<file path="src/rtl/tv_hline_timer.sv">
module tv_hline_timer #(
  parameter int W = 13
) (
  input  logic         clk,
  input  logic         rst_n,
  input  logic         run,
  input  logic         pix_en,
  input  logic         wr_en,
  input  logic [2:0]   wr_sel,
  input  logic [W-1:0] wr_data,
  output logic [W-1:0] pix_cnt,
  output logic         hsync,
  output logic         hblank,
  output logic         burst,
  output logic         eol
);

  localparam logic [2:0] SEL_TOTAL = 3'd0;
  localparam logic [2:0] SEL_SYNC  = 3'd1;
  localparam logic [2:0] SEL_BST   = 3'd2;
  localparam logic [2:0] SEL_BLEN  = 3'd3;
  localparam logic [2:0] SEL_HBS   = 3'd4;
  localparam logic [2:0] SEL_HBE   = 3'd5;
  localparam logic [2:0] SEL_BON   = 3'd6;

  logic [W-1:0] s_total, s_sync, s_bst, s_blen, s_hbs, s_hbe;
  logic         s_bon;
  logic [W-1:0] a_total, a_sync, a_bst, a_blen, a_hbs, a_hbe;
  logic         a_bon;
  logic [W-1:0] cnt;

  wire wrap = run & pix_en & (cnt == a_total);
  wire load = ~run | wrap;

  always_ff @(posedge clk) begin
    if (!rst_n) begin
      {s_total, s_sync, s_bst, s_blen, s_hbs, s_hbe, s_bon} <= '0;
      {a_total, a_sync, a_bst, a_blen, a_hbs, a_hbe, a_bon} <= '0;
      cnt <= '0;
    end else begin
      if (wr_en) begin
        case (wr_sel)
          SEL_TOTAL: s_total <= wr_data;
          SEL_SYNC:  s_sync  <= wr_data;
          SEL_BST:   s_bst   <= wr_data;
          SEL_BLEN:  s_blen  <= wr_data;
          SEL_HBS:   s_hbs   <= wr_data;
          SEL_HBE:   s_hbe   <= wr_data;
          SEL_BON:   s_bon   <= wr_data[0];
          default: ;
        endcase
      end
      if (load) begin
        a_total <= s_total;
        a_sync  <= s_sync;
        a_bst   <= s_bst;
        a_blen  <= s_blen;
        a_hbs   <= s_hbs;
        a_hbe   <= s_hbe;
        a_bon   <= s_bon;
      end
      if (!run)        cnt <= '0;
      else if (pix_en) cnt <= wrap ? '0 : cnt + 1'b1;
    end
  end

  wire [W:0] c     = {1'b0, cnt};
  wire [W:0] b_lo  = {1'b0, a_bst};
  wire [W:0] b_hi  = b_lo + {1'b0, a_blen};
  wire [W:0] hb_s  = {1'b0, a_hbs} + 1'b1;
  wire [W:0] hb_e  = {1'b0, a_hbe} + 1'b1;

  wire in_burst = (c > b_lo) && (c <= b_hi);
  wire in_blank = (hb_s <= hb_e) ? ((c >= hb_s) && (c <= hb_e))
                                 : ((c >= hb_s) || (c <= hb_e));

  assign pix_cnt = cnt;
  assign eol     = wrap;
  assign hsync   = run & (cnt < a_sync);
  assign burst   = run & a_bon & in_burst;
  assign hblank  = run & in_blank;

endmodule

</file>
<file path="config.mk">
export PLATFORM = sky130hd
export DESIGN_NAME = tv_hline_timer
export DESIGN_NICKNAME = d
export VERILOG_FILES = /design/src/rtl/tv_hline_timer.sv
export SDC_FILE = /design/constraint.sdc
export NUM_CORES = 1
export LEC_CHECK = 0
export BUFFER_PORTS_ARGS = -buffer_cell sky130_fd_sc_hd__buf_4
export CORE_MARGIN = 5
export CORE_UTILIZATION = 40
export DETAILED_ROUTE_END_ITERATION = 8
export HOLD_SLACK_MARGIN = 0.12
export PLACE_DENSITY_LB_ADDON = 0.15
export SYNTH_ARGS = -nofsm -noshare
export SYNTH_HDL_FRONTEND = slang
export SYNTH_SLANG_ARGS = --single-unit
</file>
<file path="constraint.sdc">
create_clock -name clk -period 2.8 [get_ports clk]
set_input_delay 0.14 -clock clk [delete_from_list [all_inputs] [get_ports clk]]
set_output_delay 0.14 -clock clk [all_outputs]
set_load 0.05 [all_outputs]
</file>
==> impl_results.md <==
* Status: complete, but fails checks
* Failing checks: setup timing
* Commonest non-fill, non-tap cell in the layout: nand2_1
* Antenna Nets Post-Route at 0
* Main synth FF type: dfxtp_1
* Routability Congestion at about 0.83
* Root Driver: clkbuf_16
* First-pass GRT wire length at ~42000 um
* Die height at 162 um
* R2r setup slk at around 0.4 ns
* Hold Path Stages at 4
* Max IR drop VDD at 0.000398 V
* # nets final at ~1400
* Initial antenna violation count at 0
* Tmin final at 3.45 ns
* Slew Limit Fails at 0
* Fmax at 290 MHz
* Vias in the first global route at around 7400
* Max Cap Viol at 0
* Die X at 162 um
* CP max FO at 3
* Htree depth at 4
* FF+latch count, synth at between 150 and 200
* CP required at 2.66 ns
* CP Class: register to output pin
* CP Launch Type: register
* Post-DP HPWL at 19900 um
* Cell Chain, Critical Path: ha_2 -> or3_4 -> nor2_4 -> o21ai_2 -> a41o_1 -> nor4b_2 -> nor3_2 -> ha_1 -> a21o_1 -> a211oi_2 -> nand4b_1 -> a31oi_4 -> buf_6
* CTS tree: yes
* Clk slew on worst S/H paths at 0.08 ns
* Post-Syn Instances at approximately 1200
* Crit path max-delay cell type: or3_4
* Worst Skew at 0.0196 ns
* Placed Cells at roughly 1500
* Post-Syn Nets at around 1300
* FF-to-FF End: a_sync[4]
* Core area at roughly 23000 sq um
* Least-Margin Pin Slew at roughly 0.94 ns
* Worst Hold Launch: wr_en
* Initial Util at 0.406
* Min-Delay Endpoint: s_bon
* YS warnings at 0
* Avg Cell Area, Syn at roughly 8.0 sq um
* Synth-to-Final Area Change at 25.9%
* Post-synth cell types at 55
* Die area at 26100 sq um
* Vias post-DR at about 8200
* PnR worst setup slack at -0.653 ns
* Setup tns final at -1.28 ns
* Post-synthesis sequential area ratio at 0.373
* GR Util All Layers at 0.202
* FFs w/ async S/R, synth at 0
* Final period util at 1.23
* Hold crit path type: input port to register
* Clock sink count at approximately 170
* Iteration-0 DRC count of the detailed router at 570
* Pwr Density at 479 nW/um^2
* RSZ-0062 raised after global routing: yes
* Max clock buf depth at 2
* Largest net degree at the start of global routing at 72
* Largest stage delay on the critical path at about 0.39 ns
* Post-synth EDFFs at 0
* Layout cells sized above 1 at 0.204
* Row count at 55
* WL final at between 20000 and 30000 um
* 1st-pass router iterations at 5
* Finished Cell Area at about 12000 sq um
* Buffers on Ports at 37
* Crit path buf inv count at 1
* Post-Synthesis Cell Area at around 9200 sq um
* DR WL/cell at 16.8 um
* Worst relative slew slack at 0.369
* Final setup viols at 2
* WP data arrival at about 3.3 ns
* Crit-path leading delay family: simple AND/OR/NAND/NOR gates
* Ant. Diodes at 0
* Drc violations at 0
* Most frequent cells in the layout: nand2_1 (240), a21oi_1 (157), dfxtp_1 (156), buf_4 (153), nand3_1 (93)
* Placed instance area at 10600 sq um
* Cell depth of the worst flop-to-flop path at 7
* Top-level port count at 38
* CTS Buf Count at 17
* Layout Cells excl Fill at 1586
* Critical path capture point type: output pin
* Overflow after GRT at 0
* Critical R2R Launch: pix_cnt[1]
* Final-report hold violation count at 0
* Fin Hold WS at 0.127 ns
* Clk Latency, worst-skew pair at 0.43 ns
* Mean number of vias per cell at roughly 5.2
* Leak Pwr at between 4 and 5 nW
[cells in the mapped netlist (17+ instances only)]
cell type | number | share of area
a21o_1 | 17 | 0.014
a21oi_1 | 159 | 0.087
clkbuf_1 | 34 | 0.014
dfxtp_1 | 171 | 0.37
ha_1 | 94 | 0.13
inv_1 | 54 | 0.022
nand2_1 | 241 | 0.098
nand3_1 | 94 | 0.051
nor2_1 | 51 | 0.021
xnor2_1 | 37 | 0.035
xor2_1 | 19 | 0.018
[metal layers]
layer | share of wire | GRT usage | vias to the layer above
met4 | 0.0078 | 0.0380 | 0
met5 | 0 | 0 | -
met3 | 0.036 | 0.0278 | 15
met2 | 0.41 | 0.286 | 156
li1 | - | - | 4230
met1 | 0.55 | 0.325 | 3784
[how the worst max path moves through the flow]
stage	from	depth (start not counted)	slack (ns)	to
5_1_grt	a_hbe[4]	12	-0.82	hblank
6_report	a_blen[4]	13	-0.65	burst
3_5_place_dp	a_bst[0]	16	-0.36	burst
2_1_floorplan	a_hbe[0]	11	-0.18	hblank
3_3_place_gp	a_bst[0]	16	-0.33	burst
4_1_cts	a_bst[0]	18	-0.71	burst
[final cells by class]
type,instances,area (sq um)
Multi-Input combinational cell,868,5490
Tap cell,285,357
Clock inverter,15,221
Timing Repair Buffer,175,1420
Clock buffer,17,425
Fill cell,2189,11100
Inverter,55,209
Sequential cell,171,3440
[per-stage QoR]
stage	utilization	worst slack [ns]	total power [mW]
6_report	0.511	-0.653	5.53
5_1_grt	0.511	-0.817	5.73
4_1_cts	0.507	-0.708	5.57
3_5_place_dp	0.468	-0.364	3.04
3_3_place_gp	0.468	-0.331	3.03
2_1_floorplan	-	-0.179	2.85
[cells by family after synthesis]
group                      Yosys count  share of synthesized area
AOI/OAI and AO/OA                  236                      0.148
xor gates and xnor gates            56                     0.0534
adders and majority gates           95                      0.130
buffers and inverters              111                     0.0518
DFF                                171                      0.373
muxes                               16                     0.0174
and+or+nand+nor                    465                      0.226
[report_power, final]
part | switching, mW | internal, mW
registers | 0.0266 | 2.47
clock network | 1.15 | 1.39
logic | 0.314 | 0.192
[repair_timing]
action,CTS,global route
pin swaps,13,13
setup endpoints to repair,2,4
resized for setup,15,20
hold endpoints to repair,82,0
hold buffers,15,0
setup buffers,4,2
[worst register-to-register path: stages (launching register included)]
cell and delay (ns):
dfxtp_1 0.52, xnor2_1 0.17, nand4_1 0.10, or4_2 0.78
nand2_4 0.23, buf_12 0.23, nand2_1 0.15, a21oi_1 0.16
No activity file was read; power rests on OpenSTA's default activity.
